**src/rtl/dmac_pkg.sv**
```systemverilog
// Shared constants, state type and command-field decoders for the DMA channel.
// Assumes 32-bit descriptor words and byte addressing.
package dmac_pkg;
    localparam int WORD_W   = 32;
    localparam int LEN_W    = 13;
    localparam int STEP_W   = 3;
    localparam int BURST_W  = 6;
    localparam int REG_AW   = 2;
    localparam int ALIGN_B  = 4;
    localparam int FLAG_N   = 3;

    localparam int CMD_INC_SRC   = 31;
    localparam int CMD_INC_TGT   = 30;
    localparam int CMD_FLOW_SRC  = 29;
    localparam int CMD_FLOW_TGT  = 28;
    localparam int CMD_IRQ_BEGIN = 22;
    localparam int CMD_IRQ_DONE  = 21;
    localparam int CMD_BURST_LO  = 16;
    localparam int CMD_SIZE_LO   = 14;

    localparam int CS_RUN     = 31;
    localparam int CS_PEND    = 8;
    localparam int CS_STOPPED = 3;
    localparam int LINK_STOP  = 0;

    typedef enum logic [2:0] {
        ST_IDLE, ST_FETCH, ST_BEGIN, ST_GATE, ST_READ, ST_WRITE, ST_FINISH
    } seq_state_t;

    function automatic logic [LEN_W-1:0] cmd_len(input logic [WORD_W-1:0] c);
        return c[LEN_W-1:0];
    endfunction

    function automatic logic [STEP_W-1:0] cmd_elem(input logic [WORD_W-1:0] c);
        case (c[CMD_SIZE_LO +: 2])
            2'd1:    return STEP_W'(1);
            2'd2:    return STEP_W'(2);
            default: return STEP_W'(4);
        endcase
    endfunction

    function automatic logic [BURST_W-1:0] cmd_burst(input logic [WORD_W-1:0] c);
        case (c[CMD_BURST_LO +: 2])
            2'd2:    return BURST_W'(16);
            2'd3:    return BURST_W'(32);
            default: return BURST_W'(8);
        endcase
    endfunction
endpackage

```
**src/rtl/dmac_status.sv**
```systemverilog
// Sticky interrupt flags {end, start, bus error}, cleared by write-one.
// Assumes event pulses last one cycle; a set event beats a clear.
module dmac_status
    import dmac_pkg::*;
(
    input  logic              clk,
    input  logic              rst_n,
    input  logic              ev_err,
    input  logic              ev_begin,
    input  logic              ev_done,
    input  logic              clr_wr,
    input  logic [FLAG_N-1:0] clr_bits,
    output logic [FLAG_N-1:0] flags,
    output logic              irq
);
    logic [FLAG_N-1:0] flags_q;
    logic [FLAG_N-1:0] set_v;
    logic [FLAG_N-1:0] clr_v;

    // Collect set and clear masks for this cycle.
    always_comb begin
        set_v = {ev_done, ev_begin, ev_err};
        clr_v = clr_wr ? clr_bits : '0;
    end

    // Update the sticky flags.
    always_ff @(posedge clk) begin
        if (!rst_n) flags_q <= '0;
        else        flags_q <= (flags_q & ~clr_v) | set_v;
    end

    assign flags = flags_q;
    assign irq   = |flags_q;

    generate
        for (genvar i = 0; i < FLAG_N; i++) begin : g_flag_chk
            // a flag only drops after a write-one clear
            assert_w1c_only_R10: assert property (@(posedge clk) disable iff (!rst_n)
                $fell(flags_q[i]) |-> $past(clr_wr && clr_bits[i]));
            // an event leaves its flag set
            assert_event_sets_R9: assert property (@(posedge clk) disable iff (!rst_n)
                set_v[i] |=> flags_q[i]);
        end
    endgenerate
endmodule

```
**src/rtl/dmac_burst_gate.sv**
```systemverilog
// Tracks bytes moved inside the current burst and asks for a peripheral
// request at every burst boundary when pacing is on.
module dmac_burst_gate
    import dmac_pkg::*;
(
    input  logic               clk,
    input  logic               rst_n,
    input  logic               restart,
    input  logic               advance,
    input  logic [STEP_W-1:0]  step,
    input  logic [BURST_W-1:0] burst_bytes,
    input  logic               flow_en,
    output logic               need_req
);
    logic [BURST_W-1:0] cnt_q;
    logic [BURST_W:0]   sum;

    // Bytes after this element.
    always_comb sum = {1'b0, cnt_q} + (BURST_W+1)'(step);

    // Count bytes, wrapping at the burst size.
    always_ff @(posedge clk) begin
        if (!rst_n || restart)             cnt_q <= '0;
        else if (advance) begin
            if (sum >= {1'b0, burst_bytes}) cnt_q <= '0;
            else                            cnt_q <= sum[BURST_W-1:0];
        end
    end

    assign need_req = flow_en && (cnt_q == '0);

    // the count never reaches a full burst
    assert_burst_bound_R8: assert property (@(posedge clk) disable iff (!rst_n)
        (advance && !restart) |=> cnt_q < $past(burst_bytes));
endmodule

```
**src/rtl/dmac_seq.sv**
```systemverilog
// Channel sequencer: descriptor fetch, element read/write, address and
// length bookkeeping, chaining and stop control. One access outstanding.
module dmac_seq
    import dmac_pkg::*;
(
    input  logic               clk,
    input  logic               rst_n,
    input  logic               go,
    input  logic               halt,
    input  logic               ptr_wr,
    input  logic [WORD_W-1:0]  ptr_wdata,
    output logic               mem_req,
    output logic               mem_we,
    output logic [WORD_W-1:0]  mem_addr,
    output logic [STEP_W-1:0]  mem_bytes,
    output logic [WORD_W-1:0]  mem_wdata,
    input  logic               mem_ack,
    input  logic [WORD_W-1:0]  mem_rdata,
    input  logic               mem_err,
    input  logic               need_req,
    input  logic               periph_req,
    output logic               gate_restart,
    output logic               gate_advance,
    output logic [STEP_W-1:0]  step,
    output logic [BURST_W-1:0] burst_bytes,
    output logic               flow_en,
    output logic               ev_err,
    output logic               ev_begin,
    output logic               ev_done,
    output logic               run,
    output logic               idle,
    output logic [WORD_W-1:0]  ptr,
    output logic [WORD_W-1:0]  src,
    output logic [WORD_W-1:0]  tgt
);
    localparam int LOW_W = $clog2(4 * ALIGN_B);

    seq_state_t        state_q;
    logic [1:0]        idx_q;
    logic [WORD_W-1:0] link_q, cmd_q, src_q, tgt_q, ptr_q, data_q;
    logic [LEN_W-1:0]  remain_q;
    logic              run_q, halt_q;
    logic [STEP_W-1:0] elem;
    logic              acc;

    // Element size and the clamp to the bytes left.
    always_comb begin
        elem = cmd_elem(cmd_q);
        step = (remain_q < LEN_W'(elem)) ? remain_q[STEP_W-1:0] : elem;
    end

    // Memory request decode from the current state.
    always_comb begin
        mem_req   = (state_q == ST_FETCH) || (state_q == ST_READ) || (state_q == ST_WRITE);
        mem_we    = (state_q == ST_WRITE);
        mem_wdata = data_q;
        case (state_q)
            ST_READ:  begin mem_addr = src_q; mem_bytes = step; end
            ST_WRITE: begin mem_addr = tgt_q; mem_bytes = step; end
            default:  begin mem_addr = ptr_q + WORD_W'({idx_q, 2'b00}); mem_bytes = STEP_W'(4); end
        endcase
    end

    assign acc          = mem_req && mem_ack;
    assign ev_err       = acc && mem_err;
    assign ev_begin     = (state_q == ST_BEGIN) && cmd_q[CMD_IRQ_BEGIN];
    assign ev_done      = (state_q == ST_FINISH) && cmd_q[CMD_IRQ_DONE];
    assign gate_restart = (state_q == ST_BEGIN);
    assign gate_advance = (state_q == ST_WRITE) && acc && !mem_err;
    assign flow_en      = cmd_q[CMD_FLOW_SRC] || cmd_q[CMD_FLOW_TGT];
    assign burst_bytes  = cmd_burst(cmd_q);
    assign run  = run_q;
    assign idle = (state_q == ST_IDLE);
    assign ptr  = ptr_q;
    assign src  = src_q;
    assign tgt  = tgt_q;

    // Main sequencer: walks descriptors and moves elements.
    always_ff @(posedge clk) begin
        if (!rst_n) begin
            state_q <= ST_IDLE;  idx_q  <= '0;  link_q <= '0;  cmd_q <= '0;
            src_q   <= '0;       tgt_q  <= '0;  ptr_q  <= '0;  data_q <= '0;
            remain_q <= '0;      run_q  <= 1'b0; halt_q <= 1'b0;
        end else begin
            if (ptr_wr && state_q == ST_IDLE)
                ptr_q <= {ptr_wdata[WORD_W-1:LOW_W], LOW_W'(0)};
            if (halt && state_q != ST_IDLE)
                halt_q <= 1'b1;
            case (state_q)
                ST_IDLE: if (go) begin
                    run_q <= 1'b1;  halt_q <= 1'b0;  idx_q <= '0;  state_q <= ST_FETCH;
                end
                ST_FETCH: if (acc) begin
                    if (mem_err) begin
                        state_q <= ST_IDLE;  run_q <= 1'b0;  halt_q <= 1'b0;
                    end else begin
                        case (idx_q)
                            2'd0:    link_q <= mem_rdata;
                            2'd1:    src_q  <= mem_rdata;
                            2'd2:    tgt_q  <= mem_rdata;
                            default: cmd_q  <= mem_rdata;
                        endcase
                        idx_q <= idx_q + 2'd1;
                        if (idx_q == 2'd3) state_q <= ST_BEGIN;
                    end
                end
                ST_BEGIN: begin
                    remain_q <= cmd_len(cmd_q);
                    state_q  <= ST_GATE;
                end
                ST_GATE: begin
                    if (halt_q) begin
                        state_q <= ST_IDLE;  run_q <= 1'b0;  halt_q <= 1'b0;
                    end else if (remain_q == '0)
                        state_q <= ST_FINISH;
                    else if (!(need_req && !periph_req))
                        state_q <= ST_READ;
                end
                ST_READ: if (acc) begin
                    if (mem_err) begin
                        state_q <= ST_IDLE;  run_q <= 1'b0;  halt_q <= 1'b0;
                    end else begin
                        data_q  <= mem_rdata;
                        state_q <= ST_WRITE;
                    end
                end
                ST_WRITE: if (acc) begin
                    if (mem_err) begin
                        state_q <= ST_IDLE;  run_q <= 1'b0;  halt_q <= 1'b0;
                    end else begin
                        if (cmd_q[CMD_INC_SRC]) src_q <= src_q + WORD_W'(step);
                        if (cmd_q[CMD_INC_TGT]) tgt_q <= tgt_q + WORD_W'(step);
                        remain_q <= remain_q - LEN_W'(step);
                        state_q  <= ST_GATE;
                    end
                end
                ST_FINISH: begin
                    if (link_q[LINK_STOP] || halt_q) begin
                        state_q <= ST_IDLE;  run_q <= 1'b0;  halt_q <= 1'b0;
                    end else begin
                        ptr_q   <= {link_q[WORD_W-1:LOW_W], LOW_W'(0)};
                        idx_q   <= '0;
                        state_q <= ST_FETCH;
                    end
                end
                default: state_q <= ST_IDLE;
            endcase
        end
    end

    // a waiting request keeps its address and direction
    assert_req_hold_R3: assert property (@(posedge clk) disable iff (!rst_n)
        (mem_req && !mem_ack) |=> mem_req && $stable(mem_addr) && $stable(mem_we));
    // a data write never exceeds the bytes left
    assert_write_fits_R4: assert property (@(posedge clk) disable iff (!rst_n)
        (mem_req && mem_we) |-> (mem_bytes != '0) && (LEN_W'(mem_bytes) <= remain_q));
    // a stop link ends the run after the descriptor
    assert_stop_link_R7: assert property (@(posedge clk) disable iff (!rst_n)
        (state_q == ST_FINISH && link_q[LINK_STOP]) |=> !run_q && !mem_req);
    // an error response ends all access
    assert_err_stops_R11: assert property (@(posedge clk) disable iff (!rst_n)
        (mem_req && mem_ack && mem_err) |=> !mem_req && !run_q);
endmodule

```
**src/rtl/dmac_channel.sv**
```systemverilog
// Top of the DMA channel: register decode and read mux, sequencer, burst
// pacing and interrupt flags. Register reads are combinational.
module dmac_channel
    import dmac_pkg::*;
(
    input  logic                clk,
    input  logic                rst_n,
    input  logic                reg_wen,
    input  logic [REG_AW-1:0]   reg_addr,
    input  logic [WORD_W-1:0]   reg_wdata,
    output logic [WORD_W-1:0]   reg_rdata,
    output logic                mem_req,
    output logic                mem_we,
    output logic [WORD_W-1:0]   mem_addr,
    output logic [STEP_W-1:0]   mem_bytes,
    output logic [WORD_W-1:0]   mem_wdata,
    input  logic                mem_ack,
    input  logic [WORD_W-1:0]   mem_rdata,
    input  logic                mem_err,
    input  logic                periph_req,
    output logic                irq
);
    logic               cs_wr, ptr_wr;
    logic               need_req, gate_restart, gate_advance, flow_en;
    logic [STEP_W-1:0]  step;
    logic [BURST_W-1:0] burst_bytes;
    logic               ev_err, ev_begin, ev_done, run, idle;
    logic [WORD_W-1:0]  ptr, src, tgt, cs_word;
    logic [FLAG_N-1:0]  flags;

    assign ptr_wr = reg_wen && (reg_addr == REG_AW'(0));
    assign cs_wr  = reg_wen && (reg_addr == REG_AW'(1));

    dmac_seq u_seq (
        .clk(clk), .rst_n(rst_n),
        .go(cs_wr && reg_wdata[CS_RUN]), .halt(cs_wr && !reg_wdata[CS_RUN]),
        .ptr_wr(ptr_wr), .ptr_wdata(reg_wdata),
        .mem_req(mem_req), .mem_we(mem_we), .mem_addr(mem_addr),
        .mem_bytes(mem_bytes), .mem_wdata(mem_wdata),
        .mem_ack(mem_ack), .mem_rdata(mem_rdata), .mem_err(mem_err),
        .need_req(need_req), .periph_req(periph_req),
        .gate_restart(gate_restart), .gate_advance(gate_advance),
        .step(step), .burst_bytes(burst_bytes), .flow_en(flow_en),
        .ev_err(ev_err), .ev_begin(ev_begin), .ev_done(ev_done),
        .run(run), .idle(idle), .ptr(ptr), .src(src), .tgt(tgt)
    );

    dmac_burst_gate u_gate (
        .clk(clk), .rst_n(rst_n), .restart(gate_restart), .advance(gate_advance),
        .step(step), .burst_bytes(burst_bytes), .flow_en(flow_en), .need_req(need_req)
    );

    dmac_status u_status (
        .clk(clk), .rst_n(rst_n), .ev_err(ev_err), .ev_begin(ev_begin),
        .ev_done(ev_done), .clr_wr(cs_wr), .clr_bits(reg_wdata[FLAG_N-1:0]),
        .flags(flags), .irq(irq)
    );

    // Assemble the control/status word.
    always_comb begin
        cs_word               = '0;
        cs_word[CS_RUN]       = run;
        cs_word[CS_PEND]      = periph_req;
        cs_word[CS_STOPPED]   = idle;
        cs_word[FLAG_N-1:0]   = flags;
    end

    // Register read mux.
    always_comb begin
        case (reg_addr)
            REG_AW'(0): reg_rdata = ptr;
            REG_AW'(1): reg_rdata = cs_word;
            REG_AW'(2): reg_rdata = src;
            default:    reg_rdata = tgt;
        endcase
    end
endmodule

```
**config.mk**
```make
export PLATFORM = sky130hd
export DESIGN_NAME = dmac_channel
export DESIGN_NICKNAME = d
export VERILOG_FILES = /design/src/rtl/dmac_pkg.sv /design/src/rtl/dmac_status.sv /design/src/rtl/dmac_burst_gate.sv /design/src/rtl/dmac_seq.sv /design/src/rtl/dmac_channel.sv
export SDC_FILE = /design/constraint.sdc
export NUM_CORES = 1
export LEC_CHECK = 0
export ABC_AREA = 1
export ABC_CLOCK_PERIOD_IN_PS = 3900
export BUFFER_PORTS_ARGS = -buffer_cell sky130_fd_sc_hd__buf_2
export CORE_ASPECT_RATIO = 1.5
export CORE_MARGIN = 2
export CORE_UTILIZATION = 25
export DETAILED_ROUTE_END_ITERATION = 6
export SLEW_MARGIN = 20
export SYNTH_ARGS = -nofsm -noshare
export SYNTH_HDL_FRONTEND = slang
export SYNTH_HIERARCHICAL = 1
export SYNTH_SLANG_ARGS = --single-unit
```
**constraint.sdc**
```tcl
create_clock -name clk -period 3.9 [get_ports clk]
set_clock_uncertainty 0.05 [all_clocks]
set_input_delay 0.78 -clock clk [delete_from_list [all_inputs] [get_ports clk]]
set_output_delay 0.78 -clock clk [all_outputs]
set_load 0.005 [all_outputs]
```
## After elaboration in Yosys (flattened, before gate mapping)

Cells that the tools add are included.

| word-level totals | value |
|---|---|
| register bits | 221 |
| input bits | 72 |

| operators by class | value |
|---|---|
| add/sub/neg operators | 6 |
| order comparisons | 2 |
| equality and inequality tests | 32 |
| muxes and demuxes | 59 |
| bitwise gates (word level) | 5 |
| reduce and logical (&&, ||, !) cells | 46 |

Operator list:

| kind | count |
|---|---|
| 32-bit two-way mux | 15 |
| 32-bit one-hot mux with 2 select lines | 3 |
| 32-bit one-hot mux with 3 select lines | 1 |
| 32-bit by 3-bit adder with 32-bit output | 2 |
| 3-bit two-way mux | 13 |
| 32-bit by 4-bit adder with 32-bit output | 1 |
| 13-bit two-way mux | 2 |
| 13-bit one-hot mux with 2 select lines | 1 |
| 3-bit one-hot mux with 7 select lines | 1 |
| 2-bit by 1-bit != test with 1-bit output, second input constant | 9 |
| 1-bit logical AND | 14 |
| 7-bit AND reduction | 2 |
| 13-bit zero test | 1 |
| 13-bit by 3-bit < comparator with 1-bit output | 1 |
| 13-bit by 3-bit subtractor with 13-bit output | 1 |
| 2-bit equality test, second input constant | 6 |
| 1-bit two-way mux | 12 |
| 2-bit != test, second input constant | 6 |
| 6-bit one-hot mux with 2 select lines | 1 |
| 6-bit AND reduction | 2 |
| 2-bit two-way mux | 5 |
| 3-bit equality test, second input constant | 3 |
| 3-bit OR reduction | 3 |
| 1-bit one-hot mux with 4 select lines | 2 |
| other kinds (27) | 43 |

## Longest topological paths before layout

Gate-level depths: netlist of the first run.

| depth | value |
|---|---|
| word-level depth | 9 |
| depth in mapped cells | 28 |
| mapped depth without buffers | 28 |

## Cells and area by module

The synthesis of the first run kept the hierarchy.

By module, submodules not included:

| module | times used | cells an instance | area each (um^2) | seq. area each (um^2) |
|---|---|---|---|---|
| dmac_seq | 1 | 1761 | 11682.5 | 4003.8 |
| dmac_channel | 1 | 157 | 744.5 | 0.0 |
| dmac_burst_gate | 1 | 91 | 599.3 | 120.1 |
| dmac_status | 1 | 19 | 123.9 | 60.1 |

## Worst setup path after synthesis of the first run

No wires, ideal clock.

| timing | value |
|---|---|
| path type | register to register |
| start | register u_seq.cmd_q[14] |
| end | register u_seq.tgt_q[26] (netlist: u_seq/tgt[26]) |
| library setup time | 132 ps |
| arrival time | 3539 ps |
| required time | 3718 ps |
| path slack | 179 ps |
| stages on the path, launching flop included | 29 |
| buffers on the path | 0 |
| period minus slack after synthesis | 3721 ps |
| cell sequence | dfxtp_1 inv_1 ha_1 inv_1 ha_1 nand2_1 nand2_1 nor2_1 nand3_2 inv_1 or2_2 o21a_1 ha_1 inv_1 fa_1 inv_1 nand2_1 nand2_1 nand3_1 nor2_2 nand2_1 nor2_1 nand2_1 inv_2 nand2_1 nor2_1 nand3_1 nand3_1 a21oi_1 |

| between the ends | value |
|---|---|
| word-level cells in the longest chain between the ends | 9 |

RTL lines:

| what | RTL line | source |
|---|---|---|
| start, declared | dmac_seq.sv:40 | `logic [WORD_W-1:0] link_q, cmd_q, src_q, tgt_q, ptr_q, data_q;` |
| start signal, assigned | dmac_seq.sv:101 | `default: cmd_q <= mem_rdata;` |
| 2-bit equality test / 2-bit by 1-bit equality test with 1-bit output (equally long branches) | dmac_pkg.sv:35 | `case (c[CMD_SIZE_LO +: 2])` |
| 3-bit one-hot mux with 2 select lines (*) | dmac_pkg.sv:35 |  |
| 13-bit by 3-bit < comparator with 1-bit output | dmac_seq.sv:49 | `step = (remain_q < LEN_W'(elem)) ? remain_q[STEP_W-1:0] : elem;` |
| 3-bit two-way mux (*) | dmac_seq.sv:49 |  |
| named net step[0] | dmac_channel.sv:25 | `logic [STEP_W-1:0] step;` |
| 32-bit by 3-bit adder with 32-bit output (*) | dmac_seq.sv:132 | `if (cmd_q[CMD_INC_TGT]) tgt_q <= tgt_q + WORD_W'(step);` |
| 32-bit two-way mux (*) | dmac_seq.sv:132 |  |
| 32-bit two-way mux (*) | dmac_seq.sv:128 | `if (mem_err) begin` |
| 32-bit two-way mux (*) | dmac_seq.sv:127 | `ST_WRITE: if (acc) begin` |
| 32-bit one-hot mux with 2 select lines (*) | dmac_seq.sv:89 | `case (state_q)` |
| end signal, assigned | dmac_seq.sv:100 | `2'd2: tgt_q <= mem_rdata;` |
| end signal, assigned | dmac_seq.sv:132 |  |
| end, declared | dmac_seq.sv:40 |  |

The timed path passes the listed nets; every way through them passes the cells marked *. The select of a mux whose other input is x is not followed.
A chain may end at the register's enable or synchronous reset.

## Worst setup path after layout of the first run

| timing | value |
|---|---|
| start | register u_seq.ptr_q[2] (netlist: u_seq/ptr[2]) |
| end | output port mem_addr[20] |

| between the ends | value |
|---|---|
| word-level cells in the longest chain between the ends | 2 |

RTL lines:

| what | RTL line | source |
|---|---|---|
| start, declared | dmac_seq.sv:40 |  |
| start signal, assigned | dmac_seq.sv:86 | `ptr_q <= {ptr_wdata[WORD_W-1:LOW_W], LOW_W'(0)};` |
| start signal, assigned | dmac_seq.sv:141 | `ptr_q <= {link_q[WORD_W-1:LOW_W], LOW_W'(0)};` |
| 32-bit by 4-bit adder with 32-bit output | dmac_seq.sv:60 | `default: begin mem_addr = ptr_q + WORD_W'({idx_q, 2'b00}); mem_bytes = STEP_W'(4); end` |
| 32-bit one-hot mux with 2 select lines | dmac_seq.sv:57 | `case (state_q)` |
| end, declared | dmac_channel.sv:14 | `output logic [WORD_W-1:0] mem_addr,` |

Every way passes these cells.

==> results of run 1 <==
-- state kept, by name, indices dropped and copies added (netlist names) --
register         cells
u_seq/mem_wdata     32
u_status/flags       3
u_seq/halt_q         1
u_seq/tgt           32
u_seq/run            1
u_seq/src           32
u_seq/remain_q      13
u_seq/cmd_q         23
u_gate/cnt_q         6
u_seq/ptr           32
u_seq/link_q        29
u_seq/idx_q          2
u_seq/state_q        3
-- cell usage in the layout, fill, tap and decap left out, types with 39 or more instances in the layout --
master / Yosys / layout
a21oi_1: 97 / 93
nor3_1: 40 / 39
nand2_1: 446 / 437
buf_2: 28 / 171
buf_4: 18 / 73
o21ai_0: 192 / 190
dfxtp_1: 209 / 205
nor2_1: 268 / 261
nand3_1: 137 / 131
a31oi_1: 48 / 48
inv_1: 187 / 178
o21ai_1: 40 / 42
-- metal layers --
metal	GRT usage [%]	share of wire, %	vias to the layer above
li1	-	-	7082
met1	24.3	40	6840
met2	34.1	47	527
met3	2.17	5.7	146
met4	12.3	6.9	4
met5	0	0.037	-
-- final timing paths --
kind         slack, ns                     endpoint                         start  depth (start not counted)
max               0.09                 mem_addr[20]       u_seq/ptr[2]$_SDFF_PN0_                         14
min               0.41  u_seq/cmd_q[3]$_SDFFE_PN0P_   u_seq/cmd_q[3]$_SDFFE_PN0P_                          2
max reg2reg       0.22   u_seq/src[29]$_SDFFE_PN0P_  u_seq/cmd_q[14]$_SDFFE_PN0P_                         23
min reg2reg       0.41  u_seq/cmd_q[3]$_SDFFE_PN0P_   u_seq/cmd_q[3]$_SDFFE_PN0P_                          2
-- kinds of logic after synthesis --
family	share of synthesized area [%]
AOI/OAI and AO/OA	19.3
xor gates and xnor gates	2.52
adders and majority gates	3.43
buffers and inverters	9.98
DFF	31.8
other	0.0285
and+or+nand+nor	32.9
-- cell type report --
| cell class | count | area, µm² |
|---|---|---|
| repair buffers | 248 | 1470 |
| clock inverters | 8 | 92.6 |
| clock buffers | 35 | 723 |
| inverters | 211 | 806 |
| multi-input cells | 1511 | 7930 |
| fillers | 5955 | 36300 |
| well taps | 682 | 853 |
| flip-flops and latches | 209 | 4190 |
-- tightest hold or removal path: cells and delay by family, from the launching register on --
family	cells	cell delay, ns
flops	1	0.30
compound gates	1	0.05
buf+inv	1	0.06
-- stage by stage --
stage                     setup WS (ns)  std cells  util [%]
after floorplan                   0.179       2030         -
after global placement          -0.0186       2845      28.4
after detailed placement        -0.0608       2845      28.4
after CTS                       -0.0446       2902      30.2
after global routing            -0.0577       2904      30.7
final                            0.0935       2904      30.7
-- power by group --
group | switching, W | total, W | internal (W)
Sequential | 0.000265 | 0.00258 | 0.00232
Clock | 0.000962 | 0.00237 | 0.00141
Combinational | 0.00124 | 0.00183 | 0.000594
-- repair_timing --
item,in CTS,in global routing
pin swaps,12,30
resized for setup,20,57
cloned,0,0
buffers inserted,14,3
hold buffers,0,0
endpoints found under the setup margin,18,53
==> impl_results.md, run 1 <==
* Core area at ~52,000 µm²
* Cell area after layout at 16,100 µm²
* Unique masters post-synth at 59
* Asr flop ratio synth at 0%
* Post-synth top cells: nand2_1 (446), nor2_1 (268), dfxtp_1 (209), o21ai_0 (192), inv_1 (187)
* Starting Density at 25.1%
* Endpoints failing setup at 0
* Final wirelength at 56,300 µm
* GPL Wtd Cong at 0.988
* Worst setup EP type: primary output
* Largest net degree at the start of global routing at 93
* Syn-to-layout area delta at 22.1%
* Post-Syn Area at 13,200 µm²
* Bufs and invs on worst path at 3
* Layout cells sized above 1 at 18.9%
* Worst-path fanout max at 5
* Final setup TNS at 0 ns
* Min Hold Slack at 0.407 ns
* Yosys reg bits at 209
* Seq/Total Area, Yosys at 31.8%
* Ports at 174
* Critical-path cell list: ha_4 -> inv_4 -> fa_2 -> inv_2 -> nand2_4 -> nor2_4 -> nand2_2 -> nor2_4 -> nand3_4 -> nor2_4 -> nand4_1 -> xor2_1 -> o211ai_1 -> buf_2
* Die Area at roughly 54,000 µm²
* Die Height at about 280 µm
* Status: complete, no violations
* Max H-tree Level at 1
* Layout Nets at between 2,000 and 2,500
* Slew Limit Headroom at 30.6%
* First drt pass iteration count at 6
* Data required, critical path at 3.07 ns
* Final min period at ~3.8 ns
* Final Max Slew Viols at 0
* Clock Sink Count at about 210
* Synth top area share at 31.8%
* GRT Util Overall at between 20 and 25%
* Diode count at 0
* Post-place instance area at between 10,000 and 15,000 µm²
* Final Hold Viols at 0
* Tightest Pin Transition at 1.04 ns
* Peak VDD IR at 0.000272 V
* Critical Path Start Type: flop
* Global-route wire length before repair at 83,800 µm
* Worst EP arrival at 2.98 ns
* Placed wire-length estimate at 42,700 µm
* WL/cell at 19.4 µm
* CP most frequent cell: nor2_4
* # rows at between 100 and 150
* DRC at 0
* Clk slew on worst S/H paths at 0.06 ns
* Syn Inst Count at a little over 2,000
* CTS Buf Count at 24
* CTS tree: yes
* Worst-Skew Late Latency at 0.55 ns
* DIE WIDTH at 191 µm
* Fmax at between 200 and 300 MHz
* Max-Cap Viols at 0
* Pwr per Cell Area at between 400 and 500 nW/µm²
* Via density at 5.03
* Yosys warnings at 6
* Critical Path Max Stage Delay at 0.35 ns
* Predominant post-synthesis flop cell: dfxtp_1
* Maximum clock insertion buffer count at 3
* EDFF count, synth at 0
* CP max stage cell: dfxtp_2
* RSZ-0062 raised after global routing: true
* Syn Area/Cell at roughly 6.5 µm²
* Top cells by area, synth: dfxtp_1 (32%), nand2_1 (13%), nor2_1 (7.6%)
* Antenna-violating nets left at 0
* Total power at approximately 0.0068 W
* Lkg Pwr at about 6.7 nW
* Port Buffers at 172
* Initial antenna violation count at 2
* Post-synth top area cell: dfxtp_1
* Kind of critical path: reg2out
* Total congestion overflow at 0
* 1st-iter DRT viols at roughly 1,200
* Vias in the first global route at around 14,000
* Worst path top cell family by delay: simple AND/OR/NAND/NOR gates
* Root buf cell: clkbuf_16
* Tcrit/Tclk final at 97.6%
* Via count at 14,599
* Hold crit path type: reg2reg
* Most common cell in the synthesized netlist: nand2_1
(Power assumes the default switching activity.)
==> run 2: changes to the inputs <==
REMOVE_ABC_BUFFERS = 1   (was unset)
==> impl_results.md, run 2 (same netlist as run 1, synthesis figures left out) <==
* DIE WIDTH at approximately 190 µm
* RSZ-0062 raised after global routing: true
* Min Hold Slack at 0.409 ns
* Worst EP arrival at roughly 3 ns
* Pwr per Cell Area at between 400 and 500 nW/µm²
* Max H-tree Level at 1
* Port Buffers at approximately 170
* Layout cells sized above 1 at 18.7%
* CP most frequent cell: nand2_1
* GPL Wtd Cong at 0.963
* WL/cell at 20.3 µm
* Hold Buf Count CTS at 0
* Critical Path Max Stage Delay at 0.35 ns
* Peak VDD IR at 0.000306 V
* DRC at 0
* Maximum clock insertion buffer count at 3
* Final setup TNS at 0 ns
* Data required, critical path at between 3 and 4 ns
* Worst setup EP type: primary output
* Die Area at 54,500 µm²
* Worst-path fanout max at 5
* Ports at 174
* Fillers at between 5,000 and 6,000
* Final min period at 3.88 ns
* Status: complete, no violations
* Worst-Skew Late Latency at 0.55 ns
* 1st-iter DRT viols at 1,197
* Endpoints failing setup at 0
* Final Hold Viols at 0
* Layout Nets at 2,307
* Global-route wire length before repair at 86,400 µm
* Kind of critical path: reg2out
* Via density at 5.04
* GRT Util Overall at between 20% and 30%
* Vias in the first global route at 14,258
* Via count at around 15,000
* Final wirelength at 59,000 µm
* Antenna-violating nets left at 0
* Total power at 0.00670 W
* Final Max Slew Viols at 0
* Core area at roughly 52,000 µm²
* Starting Density at approximately a quarter
* Total congestion overflow at 0
* Most frequent cells in the layout: nand2_1 (433), nor2_1 (261), dfxtp_1 (204)
* Fmax at 258 MHz
* CP max stage cell: dfxtp_2
* Slew Limit Headroom at approximately a third
* Tightest Pin Transition at about 1.0 ns
* Placed wire-length estimate at approximately 43,000 µm
* Lkg Pwr at 6.66 nW
* CTS Buf Count at 24
* Critical-path cell list: ha_1 -> nand2_1 -> o21ai_4 -> nand2_2 -> nor2_4 -> inv_2 -> nor2_4 -> inv_1 -> nor3b_4 -> nand2_1 -> nand2_1 -> nand3_1 -> o211ai_1 -> buf_2
* # rows at 103
* First drt pass iteration count at 7
* Largest net degree at the start of global routing at ~180
* Tcrit/Tclk final at 99.5%
* CTS tree: yes
* Clock Sink Count at 209
* Die Height at between 200 and 300 µm
* Hold crit path type: reg2reg
* Commonest non-fill, non-tap cell in the layout: nand2_1
* Initial antenna violation count at 2
* Syn-to-layout area delta at 22.0%
* Max-Cap Viols at 0
* Clk slew on worst S/H paths at 0.06 ns
* Root buf cell: clkbuf_16
* Critical Path Start Type: flop
run 2: area by class of cell:
cell class / instances / area (µm²) / area share (%)
clock buffer: 42 / 749 / 4.67
antenna: 1 / 2.50 / 0.0156
multi-input combinational: 1511 / 7960 / 49.6
sequential: 209 / 4190 / 26.1
inverter: 211 / 806 / 5.02
timing repair buffer: 245 / 1490 / 9.26
tap: 682 / 853 / 5.32
run 2: worst max-delay path: cells and delay by family, from the launching register on:
kind / cells / cell delay, ns
compound gates: 2 / 0.50
simple gates: 8 / 1.02
fa+ha+maj: 1 / 0.28
flops: 1 / 0.35
buf+inv: 3 / 0.36
run 2: per-layer routing:
metal | part of all wire [%] | GRT usage (%) | vias up
met5 | 0 | 0 | -
met4 | 9.3 | 17.1 | 0
met3 | 5.1 | 2.22 | 199
met2 | 50 | 37.8 | 557
met1 | 36 | 22.2 | 6775
li1 | - | - | 7085
run 2: path summary, 6_finish.rpt:
kind,startpoint,endpoint,slack (ns),cells after the start
setup reg to reg,u_seq/cmd_q[14]$_SDFFE_PN0P_,u_seq/tgt[26]$_SDFFE_PN0P_,0.17,29
hold reg to reg,u_seq/cmd_q[3]$_SDFFE_PN0P_,u_seq/cmd_q[3]$_SDFFE_PN0P_,0.41,2
setup / recovery,u_seq/idx_q[1]$_SDFFE_PN0P_,mem_addr[21],0.02,14
hold / removal,u_seq/cmd_q[3]$_SDFFE_PN0P_,u_seq/cmd_q[3]$_SDFFE_PN0P_,0.41,2
run 2: where the power goes:
part | total [W] | internal [W] | leakage [nW] | switching (W)
clock | 0.00227 | 0.00129 | 0.364 | 0.000978
sequential | 0.00260 | 0.00232 | 1.69 | 0.000284
combinational | 0.00183 | 0.000591 | 4.61 | 0.00124
total | 0.00670 | 0.00420 | 6.66 | 0.00251
run 2: timing repair:
item | 4_1_cts | 5_1_grt
resized for setup | 22 | 61
buffers inserted | 5 | 5
gates cloned | 0 | 0
endpoints found under the setup margin | 16 | 44
pin swaps | 10 | 38
run 2: stage by stage:
| step | utilization (%) | area (µm²) | worst slack (ns) | cells |
|---|---|---|---|---|
| 3_3_place_gp | 28.5 | 14900 | 0.0693 | 2848 |
| 3_5_place_dp | 28.5 | 14900 | -0.00728 | 2848 |
| 6_report | 30.7 | 16000 | 0.0182 | 2901 |
| 2_1_floorplan | - | 12600 | 0.0609 | 1931 |
| 5_1_grt | 30.7 | 16000 | -0.0896 | 2900 |
| 4_1_cts | 30.1 | 15800 | -0.103 | 2895 |
